[src/rtl/sched_pkg.sv]
package sched_pkg;
  typedef enum logic [2:0] {
    ST_IDLE  = 3'd0,
    ST_PLACE = 3'd1,
    ST_FILL  = 3'd2,
    ST_EMIT  = 3'd3,
    ST_DONE  = 3'd4
  } sched_state_e;
endpackage

[src/rtl/sched_table.sv]
module sched_table #(
  parameter int NUM_SLOTS = 64,
  parameter int SLOT_W    = 6,
  parameter int CID_W     = 4
) (
  input  logic                 clk,
  input  logic                 rst_n,
  input  logic                 clr,
  input  logic                 we,
  input  logic [SLOT_W-1:0]    waddr,
  input  logic [CID_W-1:0]     wdata,
  input  logic [SLOT_W-1:0]    raddr,
  output logic [CID_W-1:0]     rdata,
  output logic [NUM_SLOTS-1:0] occ
);
  logic [NUM_SLOTS-1:0] occ_q, occ_d;
  logic [CID_W-1:0]     owner_q [NUM_SLOTS];

  // occupancy marks which slots already hold a client
  always_comb begin
    occ_d = occ_q;
    if (clr) begin
      occ_d = '0;
    end else if (we) begin
      occ_d[waddr] = 1'b1;
    end
  end

  always_ff @(posedge clk or negedge rst_n) begin
    if (!rst_n) begin
      occ_q <= '0;
    end else begin
      occ_q <= occ_d;
    end
  end

  // owner storage needs no reset: an entry is read only after it is written
  always_ff @(posedge clk) begin
    if (we) begin
      owner_q[waddr] <= wdata;
    end
  end

  assign rdata = owner_q[raddr];
  assign occ   = occ_q;
endmodule

[src/rtl/sched_rr_pick.sv]
module sched_rr_pick #(
  parameter int MAX_CLIENTS = 16,
  parameter int CID_W       = 4,
  parameter int NCL_W       = 5
) (
  input  logic [MAX_CLIENTS-1:0] active,
  input  logic [CID_W-1:0]       ptr,
  input  logic [NCL_W-1:0]       n,
  output logic [CID_W-1:0]       pick,
  output logic [CID_W-1:0]       ptr_next
);
  logic [NCL_W:0] cand;
  logic [NCL_W:0] nxt;
  logic           found;

  always_comb begin
    pick  = ptr;
    found = 1'b0;
    cand  = '0;
    for (int k = 0; k < MAX_CLIENTS; k++) begin
      if (!found && (NCL_W'(k) < n)) begin
        cand = (NCL_W+1)'(ptr) + (NCL_W+1)'(k);
        if (cand >= (NCL_W+1)'(n)) begin
          cand = cand - (NCL_W+1)'(n);
        end
        if (active[cand[CID_W-1:0]]) begin
          pick  = cand[CID_W-1:0];
          found = 1'b1;
        end
      end
    end
  end

  always_comb begin
    nxt = (NCL_W+1)'(pick) + (NCL_W+1)'(1);
    if (nxt >= (NCL_W+1)'(n)) begin
      ptr_next = '0;
    end else begin
      ptr_next = nxt[CID_W-1:0];
    end
  end
endmodule

[src/rtl/sched_admit.sv]
module sched_admit #(
  parameter int NUM_SLOTS = 64,
  parameter int CNT_W     = 7,
  parameter int BW_W      = 16
) (
  input  logic [BW_W-1:0]  bw,
  input  logic [BW_W-1:0]  max_bw,
  input  logic [CNT_W-1:0] assigned,
  output logic [CNT_W-1:0] slots,
  output logic             reject
);
  logic [BW_W-1:0]  ratio;
  logic [BW_W-1:0]  share;
  logic [CNT_W:0]   total;

  always_comb begin
    ratio = '0;
    share = '0;
    if (bw != '0) begin
      ratio = max_bw / bw;
      if (ratio == '0) begin
        share = BW_W'(NUM_SLOTS);
      end else begin
        share = BW_W'(NUM_SLOTS) / ratio;
      end
    end
    slots  = share[CNT_W-1:0];
    total  = (CNT_W+1)'(assigned) + (CNT_W+1)'(slots);
    reject = total > (CNT_W+1)'(NUM_SLOTS);
  end
endmodule

[src/rtl/sched_gen.sv]
module sched_gen
  import sched_pkg::*;
#(
  parameter  int NUM_SLOTS   = 64,
  parameter  int MAX_CLIENTS = 16,
  parameter  int BW_W        = 16,
  localparam int SLOT_W      = $clog2(NUM_SLOTS),
  localparam int CNT_W       = SLOT_W + 1,
  localparam int CID_W       = $clog2(MAX_CLIENTS),
  localparam int NCL_W       = $clog2(MAX_CLIENTS + 1)
) (
  input  logic                         clk,
  input  logic                         rst_n,
  input  logic                         start,
  input  logic [NCL_W-1:0]             num_clients,
  input  logic [MAX_CLIENTS*CNT_W-1:0] req_slots,
  input  logic [MAX_CLIENTS-1:0]       active,
  input  logic [CNT_W-1:0]             spare_slots,
  output logic                         busy,
  output logic                         wr_valid,
  output logic [SLOT_W-1:0]            wr_slot,
  output logic [CID_W-1:0]             wr_client,
  output logic                         done,
  input  logic [BW_W-1:0]              adm_bw,
  input  logic [BW_W-1:0]              adm_max_bw,
  input  logic [CNT_W-1:0]             adm_assigned,
  output logic [CNT_W-1:0]             adm_slots,
  output logic                         adm_reject
);
  localparam logic [CNT_W-1:0] SLOTS_V = CNT_W'(NUM_SLOTS);

  // reset: asserted at once, released on a clock edge
  logic rst_s1_q, rst_s2_q;
  always_ff @(posedge clk or negedge rst_n) begin
    if (!rst_n) begin
      rst_s1_q <= 1'b0;
      rst_s2_q <= 1'b0;
    end else begin
      rst_s1_q <= 1'b1;
      rst_s2_q <= rst_s1_q;
    end
  end
  logic rst_int_n;
  assign rst_int_n = rst_s2_q;

  logic [CNT_W-1:0] req_arr [MAX_CLIENTS];
  for (genvar c = 0; c < MAX_CLIENTS; c++) begin : g_req
    assign req_arr[c] = req_slots[c*CNT_W +: CNT_W];
  end

  sched_state_e     state_q, state_d;
  logic [NCL_W-1:0] cli_q, cli_d;
  logic [NCL_W-1:0] n_q, n_d;
  logic [CNT_W-1:0] pos_q, pos_d;
  logic [CNT_W-1:0] iv_q, iv_d;
  logic             scan_q, scan_d;
  logic [CNT_W-1:0] spare_q, spare_d;
  logic [CID_W-1:0] ptr_q, ptr_d;
  logic [CNT_W-1:0] slot_q, slot_d;

  logic                 tbl_clr, tbl_we;
  logic [SLOT_W-1:0]    tbl_waddr;
  logic [CID_W-1:0]     tbl_wdata, tbl_rdata;
  logic [NUM_SLOTS-1:0] occ;
  logic [CID_W-1:0]     rr_pick, rr_next;

  logic [CNT_W-1:0] cur_req, req_quo, req_iv;
  logic             cur_act;

  sched_table #(.NUM_SLOTS(NUM_SLOTS), .SLOT_W(SLOT_W), .CID_W(CID_W)) u_table (
    .clk   (clk),
    .rst_n (rst_int_n),
    .clr   (tbl_clr),
    .we    (tbl_we),
    .waddr (tbl_waddr),
    .wdata (tbl_wdata),
    .raddr (slot_q[SLOT_W-1:0]),
    .rdata (tbl_rdata),
    .occ   (occ)
  );

  sched_rr_pick #(.MAX_CLIENTS(MAX_CLIENTS), .CID_W(CID_W), .NCL_W(NCL_W)) u_rr (
    .active   (active),
    .ptr      (ptr_q),
    .n        (n_q),
    .pick     (rr_pick),
    .ptr_next (rr_next)
  );

  sched_admit #(.NUM_SLOTS(NUM_SLOTS), .CNT_W(CNT_W), .BW_W(BW_W)) u_admit (
    .bw       (adm_bw),
    .max_bw   (adm_max_bw),
    .assigned (adm_assigned),
    .slots    (adm_slots),
    .reject   (adm_reject)
  );

  // stride of the client under evaluation, never below one
  always_comb begin
    cur_req = req_arr[cli_q[CID_W-1:0]];
    cur_act = active[cli_q[CID_W-1:0]];
    req_quo = (cur_req != '0) ? (SLOTS_V / cur_req) : '0;
    req_iv  = (req_quo == '0) ? CNT_W'(1) : req_quo;
  end

  always_comb begin
    state_d   = state_q;
    cli_d     = cli_q;
    n_d       = n_q;
    pos_d     = pos_q;
    iv_d      = iv_q;
    scan_d    = scan_q;
    spare_d   = spare_q;
    ptr_d     = ptr_q;
    slot_d    = slot_q;
    tbl_clr   = 1'b0;
    tbl_we    = 1'b0;
    tbl_waddr = pos_q[SLOT_W-1:0];
    tbl_wdata = cli_q[CID_W-1:0];
    unique case (state_q)
      ST_IDLE: begin
        if (start) begin
          state_d = ST_PLACE;
          tbl_clr = 1'b1;
          cli_d   = '0;
          scan_d  = 1'b0;
          n_d     = num_clients;
          spare_d = spare_slots;
        end
      end
      ST_PLACE: begin
        if (!scan_q) begin
          if (cli_q == n_q) begin
            state_d = ST_FILL;
            slot_d  = '0;
            ptr_d   = '0;
          end else if (cur_req != '0) begin
            iv_d   = req_iv;
            pos_d  = '0;
            scan_d = 1'b1;
          end else if (cur_act && (spare_q != '0)) begin
            spare_d = spare_q - CNT_W'(1);
            iv_d    = SLOTS_V;
            pos_d   = '0;
            scan_d  = 1'b1;
          end else begin
            cli_d = cli_q + NCL_W'(1);
          end
        end else begin
          if (pos_q >= SLOTS_V) begin
            scan_d = 1'b0;
            cli_d  = cli_q + NCL_W'(1);
          end else if (occ[pos_q[SLOT_W-1:0]]) begin
            pos_d = pos_q + CNT_W'(1);
          end else begin
            tbl_we = 1'b1;
            pos_d  = pos_q + iv_q;
          end
        end
      end
      ST_FILL: begin
        if (slot_q == SLOTS_V) begin
          state_d = ST_EMIT;
          slot_d  = '0;
        end else begin
          if (!occ[slot_q[SLOT_W-1:0]]) begin
            tbl_we    = 1'b1;
            tbl_waddr = slot_q[SLOT_W-1:0];
            tbl_wdata = rr_pick;
            ptr_d     = rr_next;
          end
          slot_d = slot_q + CNT_W'(1);
        end
      end
      ST_EMIT: begin
        slot_d = slot_q + CNT_W'(1);
        if (slot_q == SLOTS_V - CNT_W'(1)) begin
          state_d = ST_DONE;
        end
      end
      ST_DONE: begin
        state_d = ST_IDLE;
      end
      default: begin
        state_d = ST_IDLE;
      end
    endcase
  end

  always_ff @(posedge clk or negedge rst_int_n) begin
    if (!rst_int_n) begin
      state_q <= ST_IDLE;
      cli_q   <= '0;
      n_q     <= '0;
      pos_q   <= '0;
      iv_q    <= '0;
      scan_q  <= 1'b0;
      spare_q <= '0;
      ptr_q   <= '0;
      slot_q  <= '0;
    end else begin
      state_q <= state_d;
      cli_q   <= cli_d;
      n_q     <= n_d;
      pos_q   <= pos_d;
      iv_q    <= iv_d;
      scan_q  <= scan_d;
      spare_q <= spare_d;
      ptr_q   <= ptr_d;
      slot_q  <= slot_d;
    end
  end

  assign busy      = (state_q != ST_IDLE);
  assign wr_valid  = (state_q == ST_EMIT);
  assign wr_slot   = slot_q[SLOT_W-1:0];
  assign wr_client = tbl_rdata;
  assign done      = (state_q == ST_DONE);
endmodule

[config.mk]
export PLATFORM = sky130hd
export DESIGN_NAME = sched_gen
export DESIGN_NICKNAME = d
export VERILOG_FILES = /design/src/rtl/sched_pkg.sv /design/src/rtl/sched_table.sv /design/src/rtl/sched_rr_pick.sv /design/src/rtl/sched_admit.sv /design/src/rtl/sched_gen.sv
export SDC_FILE = /design/constraint.sdc
export NUM_CORES = 2
export LEC_CHECK = 0
export BUFFER_PORTS_ARGS = -buffer_cell sky130_fd_sc_hd__buf_2
export CAP_MARGIN = 20
export CELL_PAD_IN_SITES_DETAIL_PLACEMENT = 1
export CELL_PAD_IN_SITES_GLOBAL_PLACEMENT = 2
export CORE_ASPECT_RATIO = 1.2
export CORE_UTILIZATION = 41
export DETAILED_ROUTE_END_ITERATION = 16
export PLACE_DENSITY_LB_ADDON = 0.1
export SLEW_MARGIN = 40
export SYNTH_ARGS = -nofsm -noshare
export SYNTH_HDL_FRONTEND = slang
export SYNTH_SLANG_ARGS = --single-unit
[constraint.sdc]
create_clock -name clk -period 187.5 [get_ports clk]
set_clock_uncertainty 0.15 [all_clocks]
set_input_delay 56.25 -clock clk [delete_from_list [all_inputs] [get_ports clk]]
set_output_delay 56.25 -clock clk [all_outputs]
set_load 0.03 [all_outputs]
==> results by group <==
Synthesis
  • Register area share after synthesis: between 20% and 30%
  • Synthesis-stage register bit count: 368
  • FFs w/ async S/R, synth: a little under a third
  • Netlist cell types: just over 100
  • Post-Syn Instances: 4086
  • Synth warn: 0
  • Dominant cells by area after synthesis: edfxtp_1, ha_1, mux4_2, dfrtp_1, nor2_1
  • Top-area cell type share of the netlist area: roughly a fifth
  • Cell taking the most area after synthesis: edfxtp_1
  • Synth Flop Type: edfxtp_1
  • Synth Cell Area: approximately 38000 um2
  • Post-synth EDFFs: about 260
  • Synth Net Count: between 4000 and 5000
  • Mapped Avg Cell Area: about 9.3 um2

STA
  • Fin. Hold Viols: 0
  • Worst slew margin: ~40%
  • Max Slew Vio Count: 0
  • RSZ-0062 raised after global routing: false
  • Setup violators final: 0
  • Setup TNS: 0 ns
  • Final worst slack: between 9 and 10 ns
  • Least-Margin Pin Slew: between 0.8 and 0.9 ns
  • Hold WS: slightly above 0.2 ns
  • Post-layout min period: approximately 180 ns
  • Fmax: about 5.6 MHz
  • Fin crit share: 94.91%

Worst setup path
  • CP most frequent cell: o21a_1
  • Crit path max-delay family: compound AO/OA/AOI/OAI gates
  • Worst reg2reg path startpoint: cli_q[0]
  • Crit end category: output pin
  • CP max stage delay: roughly 0.65 ns
  • Critical path depth: 270
  • CP startpoint kind: input port
  • Reg2Reg Depth: 52
  • Critical path origin: adm_bw[15]
  • CP bufs+invs: 29
  • CP endpoint: adm_reject
  • Worst R2R Setup Slack: 174.86 ns
  • Slowest stage cell, crit path: o31ai_2
  • Reg-to-Reg End: iv_q[0]
  • WP data required: 131.10 ns
  • Critical path arrival: between 100 and 150 ns
  • Maximum net fanout on the critical path: 37
  • Critical path class: input port to output pin

Route
  • Antenna-violating nets left: 0
  • WL/cell: approximately 26 um
  • Via count: between 30000 and 40000
  • TritonRoute pass-1 iters: 8
  • Drt drc: 0
  • Vias per cell: ~6.2
  • DRT Wirelength: between 100000 and 150000 um
  • Initial DRC Count: 2269

Placed design
  • GP Congestion: around 0.95
  • Dpl ws: slightly below 10 ns
  • IO buf count: between 200 and 250
  • DP HPWL: about 110000 um
  • Placed Cells: between 5000 and 6000

Finish
  • Final cell count without fillers: between 5000 and 6000
  • Fin nets: about 4800
  • Area growth syn-to-layout: 10.12%
  • FF/Latch Area: 10510 um2
  • Share of cells above drive strength 1: between 15 and 20%
  • Filler instances: approximately 11000
  • Area occupied by multi-input gates: about 26000 um2

Worst hold path
  • Worst Hold Class: register to async pin

Clock tree
  • TritonCTS clock tree: done
  • Post-cts sizing count: 0
  • Clock Path Buffers: 3
  • Post-CTS Repair Setup Buffers: 0
  • CTS sink cnt: between 300 and 400
  • CTS root buf: clkbuf_16
  • Later-pin clock latency in the skew report: between 0.5 and 0.6 ns
  • Hold_buf cts: 0
  • Worst-path clk slew: around 0.06 ns
  • Cts bufs inserted: 39
  • H-tree levels: 2

Global routing
  • Grt ovf: 0
  • Initial antenna violation count: 6
  • Largest net degree at the start of global routing: 69
  • First-pass GRT wire length: between 200000 and 250000 um
  • Global-route usage over all layers: ~30%
  • Vias in the first global route: roughly 35000

Floorplan
  • Chip height: 335.2 um
  • Die X: 279.6 um
  • Num ports: between 200 and 250
  • Initial Utilization: 41.61%
  • Core footprint: around 90000 um2
  • Die ar.: about 94000 um2
  • Row count: 121

Run
  • Max-Cap Viols: 0

Status
  • Status: finished clean
## metrics by stage
stage          utilization (%)  instance area [um2]
2_1_floorplan                -                37930
3_3_place_gp             44.29                40360
3_5_place_dp             44.35                40420
4_1_cts                  45.77                41710
5_1_grt                  45.82                41760
6_report                 45.83                41770
## kinds of logic (layout without fill, tap and decap cells)
kind of cell    count (synthesis)  in the layout  share of synthesized area [%]
compound gates               1099           1099                          19.49
xor+xnor                      182            182                          4.203
fa+ha+maj                     365            365                          12.16
buf+inv                       342            512                          3.504
flops                         368            368                          27.66
mux                           395            395                          16.63
other cells                     2              5                        0.01980
simple gates                 1333           1333                          16.33
## per-layer routing
| layer | track usage (%) | share of wire [%] | wire (um) | vias up |
|---|---|---|---|---|
| met1 | 38.42 | 42 | 60440 | 16990 |
| li1 | - | - | - | 15850 |
| met5 | 0 | 0.0091 | 13 | - |
| met3 | 2.999 | 5.1 | 7267 | 273 |
| met2 | 51.68 | 48 | 69170 | 957 |
| met4 | 11.73 | 4.2 | 5956 | 2 |
## worst min-delay path by stage
| stage | from | slack (ns) | to |
|---|---|---|---|
| after detailed placement | rst_s1_q | 0.19 | rst_int_n |
| after CTS | rst_s1_q | 0.20 | rst_int_n |
| after floorplan | rst_s1_q | 0.18 | rst_int_n |
| after global routing | rst_s1_q | 0.21 | rst_int_n |
| after global placement | rst_s1_q | 0.19 | rst_int_n |
| final | rst_int_n | 0.20 | spare_q[5] |
## cells in the final DEF (no fill, tap or decap), types with 88 or more instances in the layout
master,n
inv_1,162
mux4_2,177
ha_1,359
dfrtp_1,105
o21ai_0,185
a21oi_1,220
xnor2_1,106
edfxtp_1,256
mux2i_1,123
nor3_1,126
nor2_1,503
a21o_1,102
buf_2,202
nand2_1,310
o21a_1,95
mux2_2,88
## flip-flops by register name, summed over array words and instances, names as in the netlist
signal and flops:
u_table.occ 64, ptr_q 4, rst_s1_q 1, rst_int_n 1, state_q 3, spare_q 7, cli_q 5, n_q 5
iv_q 7, u_table.owner_q 256, scan_q 1, pos_q 7, slot_q 7
## area by class of cell
type	instances	share of cell area [%]
multi-input combinational	3376	62.85
sequential	368	25.16
tap	1230	3.685
timing repair buffer	265	3.613
clock buffer	48	2.492
inverter	176	1.582
clock inverter	23	0.6021
antenna	3	0.01797
## synth_stat cells, drive strengths merged (24+ instances only)
cell and count:
a211oi 48, a21o 102, a21oi 226, a31oi 53, and2 32, and3 24, buf 41, clkbuf 125
dfrtp 112, edfxtp 256, ha 359, inv 171, mux2 93, mux2i 125, mux4 177, nand2 310
nand2b 38, nand3 80, nand4 48, nor2 504, nor2b 49, nor3 134, o211ai 54, o21a 95
o21ai 221, o31ai 43, or3 25, xnor2 106, xor2 76
Power is not shown: default switching activity piles up to over one toggle a cycle in this logic, so the estimate is an artifact.
